`src/rtl/ipw_pkg.sv`:
```
package ipw_pkg;

    parameter int unsigned NSLOT = 4;
    parameter int unsigned NREG  = 4;
    parameter int unsigned XLEN  = 16;

    localparam int unsigned RIDX_W = $clog2(NREG);
    localparam int unsigned CNT_W  = $clog2(NSLOT + 1);

    typedef enum logic [2:0] {
        OP_NOP = 3'd0,
        OP_SET = 3'd1,
        OP_ADD = 3'd2,
        OP_SUB = 3'd3,
        OP_AND = 3'd4,
        OP_OR  = 3'd5,
        OP_BEQ = 3'd6
    } op_e;

    typedef logic [RIDX_W-1:0]          ridx_t;
    typedef logic [XLEN-1:0]            word_t;
    typedef logic [NREG-1:0][XLEN-1:0]  regvec_t;
    typedef logic [NREG-1:0]            cmask_t;

    typedef struct packed {
        op_e   op;
        ridx_t dst;
        ridx_t sa;
        ridx_t sb;
        word_t imm;
    } uop_t;

    function automatic word_t alu_eval(op_e op, word_t a, word_t b, word_t imm);
        word_t r;
        case (op)
            OP_SET:  r = imm;
            OP_ADD:  r = a + b;
            OP_SUB:  r = a - b;
            OP_AND:  r = a & b;
            OP_OR:   r = a | b;
            default: r = a;
        endcase
        return r;
    endfunction

    function automatic logic writes_dst(op_e op);
        return (op == OP_SET) || (op == OP_ADD) || (op == OP_SUB) ||
               (op == OP_AND) || (op == OP_OR);
    endfunction

    function automatic logic reads_srcs(op_e op);
        return (op == OP_ADD) || (op == OP_SUB) || (op == OP_AND) ||
               (op == OP_OR)  || (op == OP_BEQ);
    endfunction

endpackage

```
`src/rtl/ipw_fill_ctrl.sv`:
```
module ipw_fill_ctrl
    import ipw_pkg::*;
(
    input  logic             clk,
    input  logic             rst,
    input  logic             fill_valid,
    input  logic             retire,
    output logic [CNT_W-1:0] count,
    output logic             full,
    output logic [NSLOT-1:0] load_sel
);

    logic [CNT_W-1:0] count_q;
    logic             accept;

    assign count  = count_q;
    assign full   = (count_q == CNT_W'(NSLOT));
    assign accept = fill_valid && !full;

    for (genvar s = 0; s < NSLOT; s++) begin : g_sel
        assign load_sel[s] = accept && (count_q == CNT_W'(s));
    end

    always_ff @(posedge clk) begin
        if (rst || retire) begin
            count_q <= '0;
        end else if (accept) begin
            count_q <= count_q + CNT_W'(1);
        end
    end

endmodule

```
`src/rtl/ipw_slot.sv`:
```
module ipw_slot
    import ipw_pkg::*;
(
    input  logic    clk,
    input  logic    rst,
    input  logic    clear,
    input  logic    load,
    input  uop_t    load_uop,
    input  regvec_t in_data,
    input  cmask_t  in_done,
    input  logic    squash_in,
    output regvec_t out_data,
    output cmask_t  out_done,
    output logic    squash_out,
    output logic    complete
);

    logic  valid_q;
    logic  exec_q;
    uop_t  uop_q;
    word_t opa;
    word_t opb;
    logic  src_ready;
    logic  passthru;
    logic  branch_hit;

    assign opa       = in_data[uop_q.sa];
    assign opb       = in_data[uop_q.sb];
    assign src_ready = reads_srcs(uop_q.op) ? (in_done[uop_q.sa] && in_done[uop_q.sb]) : 1'b1;
    assign passthru  = !valid_q || squash_in || !writes_dst(uop_q.op);

    always_ff @(posedge clk) begin
        if (rst || clear) begin
            valid_q <= 1'b0;
            exec_q  <= 1'b0;
            uop_q   <= '0;
        end else if (load) begin
            valid_q <= 1'b1;
            exec_q  <= 1'b0;
            uop_q   <= load_uop;
        end else if (valid_q && src_ready) begin
            exec_q  <= 1'b1;
        end
    end

    always_comb begin
        out_data = in_data;
        out_done = in_done;
        if (!passthru) begin
            out_data[uop_q.dst] = alu_eval(uop_q.op, opa, opb, uop_q.imm);
            out_done[uop_q.dst] = exec_q;
        end
    end

    assign branch_hit = valid_q && !squash_in && (uop_q.op == OP_BEQ) && src_ready && (opa == opb);
    assign squash_out = squash_in || branch_hit;
    assign complete   = valid_q && (squash_in || (uop_q.op == OP_NOP) || exec_q);

endmodule

```
`src/rtl/ipw_arch_file.sv`:
```
module ipw_arch_file
    import ipw_pkg::*;
(
    input  logic    clk,
    input  logic    rst,
    input  logic    commit,
    input  regvec_t next_state,
    output regvec_t state
);

    regvec_t state_q;

    assign state = state_q;

    always_ff @(posedge clk) begin
        if (rst) begin
            state_q <= '0;
        end else if (commit) begin
            state_q <= next_state;
        end
    end

endmodule

```
`src/rtl/ipw_window.sv`:
```
module ipw_window
    import ipw_pkg::*;
(
    input  logic                 clk,
    input  logic                 rst,
    input  logic                 fill_valid,
    input  logic [2:0]           fill_op,
    input  logic [1:0]           fill_dst,
    input  logic [1:0]           fill_srca,
    input  logic [1:0]           fill_srcb,
    input  logic [15:0]          fill_imm,
    output logic                 full,
    output logic                 retire,
    output logic                 mispredict,
    output logic [63:0]          arch_regs
);

    logic [CNT_W-1:0] fill_count;
    logic [NSLOT-1:0] load_sel;
    logic [NSLOT-1:0] slot_complete;
    uop_t             fill_uop;
    regvec_t          arch_q;
    regvec_t          link_data [NSLOT+1];
    cmask_t           link_done [NSLOT+1];
    logic             squash_link [NSLOT+1];

    assign fill_uop = '{op: op_e'(fill_op), dst: ridx_t'(fill_dst), sa: ridx_t'(fill_srca),
                        sb: ridx_t'(fill_srcb), imm: word_t'(fill_imm)};

    ipw_fill_ctrl u_fill (
        .clk        (clk),
        .rst        (rst),
        .fill_valid (fill_valid),
        .retire     (retire),
        .count      (fill_count),
        .full       (full),
        .load_sel   (load_sel)
    );

    assign link_data[0]   = arch_q;
    assign link_done[0]   = '1;
    assign squash_link[0] = 1'b0;

    for (genvar s = 0; s < NSLOT; s++) begin : g_slot
        ipw_slot u_slot (
            .clk        (clk),
            .rst        (rst),
            .clear      (retire),
            .load       (load_sel[s]),
            .load_uop   (fill_uop),
            .in_data    (link_data[s]),
            .in_done    (link_done[s]),
            .squash_in  (squash_link[s]),
            .out_data   (link_data[s+1]),
            .out_done   (link_done[s+1]),
            .squash_out (squash_link[s+1]),
            .complete   (slot_complete[s])
        );
    end

    assign retire     = full && (&slot_complete) && (&link_done[NSLOT]);
    assign mispredict = squash_link[NSLOT];

    ipw_arch_file u_arch (
        .clk        (clk),
        .rst        (rst),
        .commit     (retire),
        .next_state (link_data[NSLOT]),
        .state      (arch_q)
    );

    assign arch_regs = arch_q;

endmodule

```
`config.mk`:
```
export PLATFORM = sky130hd
export DESIGN_NAME = ipw_window
export DESIGN_NICKNAME = d
export VERILOG_FILES = /design/src/rtl/ipw_pkg.sv /design/src/rtl/ipw_fill_ctrl.sv /design/src/rtl/ipw_slot.sv /design/src/rtl/ipw_arch_file.sv /design/src/rtl/ipw_window.sv
export SDC_FILE = /design/constraint.sdc
export NUM_CORES = 1
export LEC_CHECK = 0
export BUFFER_PORTS_ARGS = -buffer_cell sky130_fd_sc_hd__clkbuf_2
export CELL_PAD_IN_SITES_DETAIL_PLACEMENT = 1
export CELL_PAD_IN_SITES_GLOBAL_PLACEMENT = 1
export CORE_MARGIN = 4
export CORE_UTILIZATION = 40
export DETAILED_ROUTE_END_ITERATION = 12
export PLACE_DENSITY_LB_ADDON = 0.1
export SKIP_LAST_GASP = 1
export SLEW_MARGIN = 25
export SYNTH_ARGS = -nofsm -noshare
export SYNTH_HDL_FRONTEND = slang
export SYNTH_SLANG_ARGS = --single-unit
```
`constraint.sdc`:
```
create_clock -name clk -period 23.8 [get_ports clk]
set_input_delay 4.76 -clock clk [delete_from_list [all_inputs] [get_ports clk]]
set_output_delay 4.76 -clock clk [all_outputs]
set_load 0.05 [all_outputs]
```
* Word level (Yosys, flattened, before mapping)
Cells that the tools add are included.
** Word-level totals
- Register bits after elaboration :: 175
- Output and inout bits :: 67
- Word-level logic and storage cells :: 286
** Cells by class
- Add/sub/neg operators :: 9
- Order comparisons :: 16
- Equal/unequal tests :: 32
- Mux-type cells :: 75
- Bitwise logic cells :: 10
- Reduce and logical (&&, ||, !) cells :: 111
** Operators with widths (number)
- one-hot mux 16 bit (5 select lines) :: 4
- binary-select mux 16 bit (select 2 bit) :: 8
- bitwise mux 64 bit :: 4
- 2-to-1 mux 16 bit :: 16
- 2-to-1 mux 64 bit :: 4
- demux 16 bit (select 2 bit) :: 4
- adder 16 bit :: 4
- bitwise AND 16 bit :: 4
- equality test 16 bit :: 4
- OR 16 bit :: 4
- subtractor 16 bit :: 4
- logical OR 1 bit :: 50
- equality test 3 bit (second input constant) :: 13
- logical AND 1 bit :: 38
- < comparator 2 x 3 -> 1 bit (second input constant) :: 12
- equality test 3 x 2 -> 1 bit (second input constant) :: 10
- binary-select mux 1 bit (select 2 bit) :: 8
- 2-to-1 mux 1 bit :: 16
- 2-to-1 mux 4 bit :: 4
- equality test 3 x 1 -> 1 bit (second input constant) :: 5
- zero test 3 bit :: 5
- bitwise mux 4 bit :: 3
- zero test 1 bit :: 12
- demux 1 bit (select 2 bit) :: 4
- 6 further kinds :: 13

* Logic depth before layout (Yosys ltp)
Gate-level depths: netlist of run 1.
- Word-level depth :: 31
- Mapped depth :: 52
- Mapped depth without buffers :: 49

* Hierarchy
A second synthesis of run 1 with hierarchy kept.
** Second synthesis, totals
- Cells, all modules :: 2815
- Area total of the unflattened synthesis :: 23877.9 sq um
** Modules (own cells, without submodules)
- ipw_slot (g_slot[1].u_slot ...) :: instances 2, cells each 638, area an instance 5295.1 sq um, sequential area each 540.5 sq um
- ipw_slot (g_slot[2].u_slot) :: instances 1, cells each 653, area an instance 5405.2 sq um, sequential area each 540.5 sq um
- ipw_slot (g_slot[0].u_slot) :: instances 1, cells each 648, area an instance 5313.8 sq um, sequential area each 540.5 sq um
- ipw_arch_file :: instances 1, cells each 206, area an instance 2290.9 sq um, sequential area each 1281.2 sq um
- ipw_fill_ctrl :: instances 1, cells each 26, area an instance 245.2 sq um, sequential area each 60.1 sq um
- ipw_window :: instances 1, cells each 6, area an instance 32.5 sq um, sequential area each 0.0 sq um

* Worst setup path after synthesis of run 1
No wires, ideal clock.
- Path kind :: reg2out
- From :: register g_slot[0].u_slot.uop_q[17] in the netlist's numbering
- To :: output mispredict
- Arrival time :: 10.526 ns
- Required time :: 19.040 ns
- Slack :: 8.514 ns
- Cell stages (with the launch flop) :: 41
- Buffers on the path :: 3
- Path through :: dfxtp_1 -> clkbuf_1 -> buf_1 -> mux4_2 -> inv_1 -> ha_1 -> buf_2 -> nor2b_1 -> o311a_1 -> or2_2 -> a2111oi_0 -> a211o_1 -> mux2i_1 -> mux4_2 -> inv_1 -> ha_1 -> inv_1 -> o22ai_1 -> [... 5 more ...] -> a21oi_1 -> a22o_1 -> a221oi_1 -> ha_1 -> or2_2 -> a211oi_1 -> a21oi_1 -> o311ai_0 -> xnor2_1 -> a21boi_0 -> nor2_1 -> a21o_1 -> a22o_1 -> a221o_1 -> ha_1 -> nor4b_1 -> nand4_1 -> o31ai_1
** Between the ends
- Cells in the longest elaborated chain, start to end :: 26
** RTL lines
- from (decl) :: RTL line ipw_slot.sv:20 : uop_t uop_q;
- from (signal assigned) :: RTL line ipw_slot.sv:40 : uop_q <= load_uop;
- binary-select mux 16 bit (select 2 bit) :: RTL line ipw_slot.sv:28 : assign opb = in_data[uop_q.sb];
- 2-to-1 mux 16 bit (not written as such) :: RTL line ipw_slot.sv:28
- subtractor 16 bit, or another cell as far along :: RTL line ipw_pkg.sv:38 : OP_SUB: r = a - b;
- one-hot mux 16 bit (5 select lines) :: RTL line ipw_pkg.sv:35 : case (op)
- 2-to-1 mux 16 bit :: RTL line ipw_slot.sv:49 : if (!passthru) begin
- bitwise mux 64 bit :: RTL line ipw_slot.sv:50 : out_data[uop_q.dst] = alu_eval(uop_q.op, opa, opb, uop_q.imm);
- 2-to-1 mux 64 bit :: RTL line ipw_slot.sv:49
- binary-select mux 16 bit (select 2 bit), on equally long branches :: RTL line ipw_slot.sv:27, ipw_slot.sv:28
- [... 10 more ...]
- 2-to-1 mux 16 bit :: RTL line ipw_slot.sv:49
- bitwise mux 64 bit :: RTL line ipw_slot.sv:50
- 2-to-1 mux 64 bit :: RTL line ipw_slot.sv:49
- binary-select mux 16 bit (select 2 bit), on equally long branches :: RTL line ipw_slot.sv:27, ipw_slot.sv:28
- 2-to-1 mux 16 bit, on equally long branches :: RTL line ipw_slot.sv:27, ipw_slot.sv:28
- equality test 16 bit :: RTL line ipw_slot.sv:55 : assign branch_hit = valid_q && !squash_in && (uop_q.op == OP_BEQ) && src_ready && (opa == opb);
- logical AND 1 bit :: RTL line ipw_slot.sv:55
- logical OR 1 bit (*) :: RTL line ipw_slot.sv:56 : assign squash_out = squash_in || branch_hit;
- to (decl) :: RTL line ipw_window.sv:14 : output logic mispredict,
Every way passes the cells marked *; elsewhere a longest branch is shown, timed or not. The select of a mux whose other input is x is not followed.

* Worst setup path after layout of run 1
- From :: register g_slot[0].u_slot.uop_q[18] in the netlist's numbering
- To :: output mispredict
** Between the ends
- Cells in the longest elaborated chain, start to end :: 26
** RTL lines
- binary-select mux 16 bit (select 2 bit) :: RTL line ipw_slot.sv:27 : assign opa = in_data[uop_q.sa];
- 2-to-1 mux 16 bit (not written as such) :: RTL line ipw_slot.sv:27
- subtractor 16 bit, or another cell as far along :: RTL line ipw_pkg.sv:38
- one-hot mux 16 bit (5 select lines) :: RTL line ipw_pkg.sv:35
- 2-to-1 mux 16 bit :: RTL line ipw_slot.sv:49
- bitwise mux 64 bit :: RTL line ipw_slot.sv:50
- 2-to-1 mux 64 bit :: RTL line ipw_slot.sv:49
- binary-select mux 16 bit (select 2 bit), on equally long branches :: RTL line ipw_slot.sv:27, ipw_slot.sv:28
- [... 10 more ...]
- 2-to-1 mux 16 bit :: RTL line ipw_slot.sv:49
- bitwise mux 64 bit :: RTL line ipw_slot.sv:50
- 2-to-1 mux 64 bit :: RTL line ipw_slot.sv:49
- binary-select mux 16 bit (select 2 bit), on equally long branches :: RTL line ipw_slot.sv:27, ipw_slot.sv:28
- 2-to-1 mux 16 bit, on equally long branches :: RTL line ipw_slot.sv:27, ipw_slot.sv:28
- equality test 16 bit :: RTL line ipw_slot.sv:55
- logical AND 1 bit :: RTL line ipw_slot.sv:55
- logical OR 1 bit (*) :: RTL line ipw_slot.sv:56
Marked as above.

==> results.sh, run 1 <==
export IMPL_synth_top_area_share_pct=15.4
export IMPL_ant_nets=0
export IMPL_synth_avg_cell_area_sq_um=7.30
export IMPL_drtIter0Drc=2801
export IMPL_synth_edf_count=0
export IMPL_synth_most_common_cell="nand2_1"
export IMPL_final_min_clock_period_ns=18.37
export IMPL_period_share_pct=77.2
export IMPL_num_rows=87
export IMPL_slowest_delay_ns=0.97
export IMPL_ys_types=92
export IMPL_required_ns=19.04
export IMPL_status="finished, final reports clean"
export IMPL_initial_core_util_pct=40.4
export IMPL_synthesis_area_sq_mm=0.0228
export IMPL_ys_ff_latch=175
export IMPL_area_growth_pct=6.86
export IMPL_synth_warnings=0
export IMPL_worstMarginPinSlew_ns=1.19
export IMPL_grt_overflow=0
export IMPL_grt_pass1_wl_mm=181
export IMPL_vias=25783
export IMPL_setup_tns_ns=0
export IMPL_holdCritStartpoint="g_slot[1].u_slot.uop_q[8]$_SDFFE_PP0P_"
export IMPL_synthTopCellsByArea="dfxtp_1 15%, ha_1 11%, mux4_2 8.3%, a21oi_1 7.7%, nand2_1 7.0%"
export IMPL_slew_viol_final=0
export IMPL_core_region_area_sq_mm=0.0564
export IMPL_skew_ns=0.0240
export IMPL_insertion_delay_ns=0.51
export IMPL_path_clk_slew_ns=0.09
export IMPL_gp_congestion=1.08
export IMPL_first_pass_iters=6
export IMPL_vias_per_cell=6.73
export IMPL_yosysTopAreaCell="dfxtp_1"
export IMPL_clock_sinks=175
export IMPL_cp_common_cell="a21oi_1"
export IMPL_post_cts_resized=0
export IMPL_placed_area_sq_mm=0.0238
export IMPL_synthArstFlopShare_pct=0
export IMPL_routed_wl_mm=128
export IMPL_syn_nets=3359
export IMPL_synthTopCellsByCount="427 x nand2_1, 351 x a21oi_1, 280 x nor2_1"
export IMPL_die_area_sq_mm=0.0609
export IMPL_drc=0
export IMPL_relSlewSlack_pct=19.8
export IMPL_ys_seq_area_share_pct=15.4
export IMPL_synth_ff_type="dfxtp_1"
export IMPL_finalHoldViolCount=0
export IMPL_fin_area_sq_mm=0.0244
export IMPL_power_density_mw_per_mm2=38.9
export IMPL_synth_cells=3125
export IMPL_ioPinCount=95
export IMPL_clock_tree_buffer_depth=2
export IMPL_cts_made_buffers=17
export IMPL_nNetsFinal=3290
export IMPL_rsz0062_at_grt="no"
export IMPL_crit_type="flop to output port"
export IMPL_die_h_um=247
export IMPL_maxCapViolations=0
export IMPL_die_x_um=247
export IMPL_root_buffer="clkbuf_16"
export IMPL_htree_levels=4
export IMPL_grt_max_degree=67
export IMPL_irDropWorstVdd_mv=0.0575
export IMPL_avgRoutedWirePerCell_um=33.4
export IMPL_fmax_ghz=0.0544
export IMPL_cts_tree="yes"
export IMPL_worst_hold_path_type="flop to flop"
export IMPL_grt_total_usage_pct=40.9
export IMPL_postCtsSetupBuffers=0
export IMPL_slowest_stage="dfxtp_1"
export IMPL_drive_gt1_share_pct=12.2
export IMPL_worstPathArrival_ns=13.61
export IMPL_holdBufCountCts=0
export IMPL_critPathLaunch="g_slot[0].u_slot.uop_q[18]$_SDFFE_PP0P_"
export IMPL_dp_hpwl_mm=100
export IMPL_antenna_found_initial=5
export IMPL_fill_cells=7117
export IMPL_cp_end_kind="output port"
export IMPL_io_buffers=94
export IMPL_p_leak_nw=9.14
export IMPL_critPathLaunchType="flop"
export IMPL_critPathMaxFanout=18
export IMPL_worstReg2RegStart="g_slot[0].u_slot.uop_q[18]$_SDFFE_PP0P_"
export IMPL_setup_viol=0
export IMPL_grt_pass1_vias=25181
[critical path, delay by kind of cell, from the launching register on]
kind | cells | cell delay (ns)
xor gates and xnor gates | 1 | 0.08
AOI/OAI and AO/OA | 18 | 6.09
DFF | 1 | 0.97
buffers and inverters | 3 | 0.51
muxes | 4 | 1.18
and+or+nand+nor | 10 | 2.19
adders and majority gates | 5 | 2.11
[cell families (layout without fill, tap and decap cells)]
logic type                 Yosys count  after routing  synth area share [%]
and+or+nand+nor                   1050           1050                  21.1
AOI/OAI and AO/OA                  992            992                  27.9
buffers and inverters              421            365                  7.14
muxes                              236            236                  15.2
adders and majority gates          206            206                  11.6
DFF                                175            175                  15.4
xor gates and xnor gates            45             45                  1.73
other                                0              5                     0
[state kept, by name (all words and copies together) (netlist names)]
signal                 cells
g_slot.u_slot.uop_q      100
g_slot.u_slot.exec_q       4
u_fill.count               3
g_slot.u_slot.valid_q      4
u_arch.state              64
[power breakdown]
group	switching, mW	internal (mW)
clock	0.159	0.138
sequential	0.0135	0.301
combinational	0.228	0.108
total	0.401	0.547
[stage by stage]
stage / util [%] / hold WS (ns) / power (mW) / setup WS, ns / std cells
after global routing: 43.2 / 0.480 / 0.982 / 4.67 / 3825
after global placement: 42.2 / 0.441 / 0.641 / 6.11 / 3793
after floorplan: - / 0.432 / 0.527 / 8.51 / 3125
after CTS: 43.2 / 0.459 / 0.942 / 5.69 / 3825
after detailed placement: 42.2 / 0.449 / 0.646 / 6.27 / 3793
final: 43.2 / 0.456 / 0.948 / 5.43 / 3830
[cells in the final DEF (no fill, tap or decap), types with 40 or more instances in the layout]
master	Yosys	layout
nand2_1	427	426
a21oi_1	351	351
nor2_1	280	280
ha_1	198	198
o21ai_0	189	187
inv_1	184	184
dfxtp_1	175	170
mux2i_1	108	108
clkbuf_2	0	94
mux4_2	84	84
nor3_1	73	71
buf_4	1	53
nand3_1	47	47
a211oi_1	45	45
mux2_2	43	43
a21o_1	40	40
[final timing paths]
| kind | slack [ns] | to | cells after the start |
|---|---|---|---|
| worst max-delay path | 5.43 | mispredict | 41 |
| worst min-delay path | 0.46 | g_slot[1].u_slot.uop_q[8]$_SDFFE_PP0P_ | 2 |
| worst max register to register | 9.68 | u_arch.state[63]$_SDFFE_PP0P_ | 45 |
| worst min register to register | 0.46 | g_slot[1].u_slot.uop_q[8]$_SDFFE_PP0P_ | 2 |
[layer usage]
metal / track usage (%) / routed length, um / share of wire (%) / up-vias
met5: 0 / 0 / 0 / -
met4: 27.4 / 10700 / 8.4 / 0
met3: 10.2 / 11400 / 8.9 / 370
met2: 63.0 / 55700 / 44 / 1382
met1: 50.4 / 50100 / 39 / 12872
li1: - / - / - / 11159
[final cells by class]
cell class | instances | area [sq um] | share of cell area [%]
Tap cell | 756 | 946 | 3.88
Multi-Input combinational cell | 2529 | 17800 | 72.9
Timing Repair Buffer | 147 | 868 | 3.56
Sequential cell | 175 | 3510 | 14.4
Clock buffer | 18 | 429 | 1.76
Antenna cell | 5 | 12.5 | 0.0514
Inverter | 186 | 698 | 2.87
Clock inverter | 14 | 131 | 0.539
Power figures use the tool's default switching activity.
==> run 2: changes to the inputs <==
- clock period: 23.8 -> 14.7 ns (I/O delays scaled with it)
==> run 2 against run 1 <==
Net effect:
- final cell count is 0.81% higher
- sequential power is 60% higher
- non-clock buffer count is 35 higher
- register-to-register slack worse by 7.3 ns
- hold slack hardly changed
- sequential share of layout area is 0.34 points lower
- worst setup slack worse by 5.0 ns
- clock power is 61% higher
- global-route usage is 0.074 points lower
- via count is 0.57% higher
- clock-buffer cell count stayed put
==> results.sh, run 2 (synthesis gave the netlist of run 1 again) <==
export IMPL_status="finished, final reports clean"
export IMPL_num_rows=87
export IMPL_die_h_um=247
export IMPL_required_ns=11.76
export IMPL_clock_sinks=175
export IMPL_grt_pass1_vias=25538
export IMPL_grt_total_usage_pct=40.8
export IMPL_layout_common_cells="426 x nand2_1, 337 x a21oi_1, 278 x nor2_1"
export IMPL_p_int_mw=0.911
export IMPL_first_pass_iters=5
export IMPL_htree_levels=4
export IMPL_antenna_found_initial=4
export IMPL_vias=25931
export IMPL_slowest_stage="mux2i_1"
export IMPL_ioPinCount=95
export IMPL_clkPwrFrac_pct=30.5
export IMPL_critPathLaunchType="flop"
export IMPL_io_buffers=94
export IMPL_slowest_delay_ns=0.78
export IMPL_gp_congestion=1.07
export IMPL_area_growth_pct=9.47
export IMPL_fin_ws_ns=0.414
export IMPL_post_place_ws_ns=0.0301
export IMPL_setup_viol=0
export IMPL_critPathMaxFanout=14
export IMPL_largest_register="g_slot.u_slot.uop_q"
export IMPL_slew_viol_final=0
export IMPL_relSlewSlack_pct=21.1
export IMPL_largest_reg_flops=100
export IMPL_period_share_pct=97.2
export IMPL_grt_pass1_wl_mm=181
export IMPL_vias_per_cell=6.72
export IMPL_p_leak_nw=9.40
export IMPL_skew_ns=0.0220
export IMPL_finalHoldViolCount=0
export IMPL_irDropWorstVdd_mv=0.0942
export IMPL_fmax_ghz=0.0700
export IMPL_worstPathArrival_ns=11.35
export IMPL_clock_tree_buffer_depth=2
export IMPL_cp_end_kind="output port"
export IMPL_drc=0
export IMPL_dp_hpwl_mm=100
export IMPL_power_frac_seq_pct=31.9
export IMPL_grt_overflow=0
export IMPL_insertion_delay_ns=0.51
export IMPL_drive_gt1_share_pct=14.8
export IMPL_initial_core_util_pct=40.4
export IMPL_avgRoutedWirePerCell_um=33.1
export IMPL_final_common_cell="nand2_1"
export IMPL_power_density_mw_per_mm2=63.0
export IMPL_path_clk_slew_ns=0.07
export IMPL_final_min_clock_period_ns=14.29
export IMPL_cts_tree="yes"
export IMPL_holdBufCountCts=0
export IMPL_maxCapViolations=0
export IMPL_routed_wl_mm=128
export IMPL_crit_type="flop to output port"
export IMPL_drtIter0Drc=3060
export IMPL_hold_slack_ns=0.456
export IMPL_root_buffer="clkbuf_16"
export IMPL_nNetsFinal=3325
export IMPL_worstMarginPinSlew_ns=1.17
export IMPL_p_switching_mw=0.661
export IMPL_worst_hold_path_type="flop to flop"
export IMPL_core_region_area_sq_mm=0.0564
export IMPL_fill_cells=7100
export IMPL_pwr_share_comb_pct=37.5
export IMPL_grt_max_degree=69
export IMPL_cts_made_buffers=17
export IMPL_p_sw_share_pct=42.0
export IMPL_ant_nets=0
export IMPL_die_x_um=247
export IMPL_die_area_sq_mm=0.0609
run 2: cell count changes in the layout (fill, tap and decap cells not counted), moves of 5 or more:
cell	change
a2111oi_0	-5
mux2i_1	-5
ha_1	-5
o21ai_0	-8
buf_4	+34
ha_2	+5
o21ai_1	+5
a21oi_1	-14
a21oi_2	+10
run 2: area by class of cell:
class	count	area, sq um	share of cell area (%)
diodes	1	2.50	0.0100
well taps	756	946	3.79
clock buffers	18	429	1.72
inverters	186	698	2.80
repair buffers	182	1150	4.61
clock inverters	14	153	0.612
multi-input cells	2529	18100	72.4
flip-flops and latches	175	3510	14.1
run 2: final timing paths:
path	from	endpoint	slack [ns]	cells past startpoint
max	g_slot[0].u_slot.uop_q[18]$_SDFFE_PP0P_	mispredict	0.41	41
min	g_slot[2].u_slot.uop_q[1]$_SDFFE_PP0P_	g_slot[2].u_slot.uop_q[1]$_SDFFE_PP0P_	0.46	2
max reg2reg	g_slot[0].u_slot.uop_q[18]$_SDFFE_PP0P_	u_arch.state[63]$_SDFFE_PP0P_	2.43	44
min reg2reg	g_slot[2].u_slot.uop_q[1]$_SDFFE_PP0P_	g_slot[2].u_slot.uop_q[1]$_SDFFE_PP0P_	0.46	2
run 2: worst max-delay path: cells and delay by family (launching register included):
kind | cells | cell delay (ns)
AO/OA/AOI/OAI | 22 | 5.26
multiplexers | 3 | 1.69
adder cells (fa/ha/maj) | 4 | 1.66
buffers and inverters | 6 | 0.81
AND/OR/NAND/NOR | 4 | 0.62
flip-flops | 1 | 0.44
XOR/XNOR | 2 | 0.36
run 2: what timing repair did:
| action | 4_1_cts | 5_1_grt |
|---|---|---|
| setup buffers | 0 | 2 |
| gates resized for setup | 16 | 59 |
| setup endpoints to repair | 1 | 1 |
| gates cloned | 0 | 0 |
| pin swaps | 1 | 5 |
run 2: through the flow:
stage	TNS [ns]	instance area [sq um]	total power [mW]	instances	utilization [%]
floorplan	0	22800	0.853	3125	-
global placement	0	24000	1.05	3826	42.6
detailed placement	0	24000	1.06	3826	42.6
CTS	0	24700	1.54	3858	43.8
global route	-0.0127	25000	1.63	3860	44.3
finish	0	25000	1.57	3861	44.3
run 2: power groups by stage:
stage               logic (mW)  clock network (mW)  registers (mW)
floorplan                0.349                   0           0.504
global placement         0.538                   0           0.512
detailed placement       0.547                   0           0.512
CTS                      0.554               0.486           0.502
global route             0.620               0.505           0.504
finish                   0.590               0.480           0.502
run 2: per-layer routing:
metal | up-vias | GRT usage [%] | wire length, um
met5 | - | 0 | 0
met4 | 0 | 30.5 | 11500
met3 | 366 | 7.79 | 10400
met2 | 1359 | 61.5 | 54700
met1 | 12981 | 51.7 | 51100
li1 | 11225 | - | -
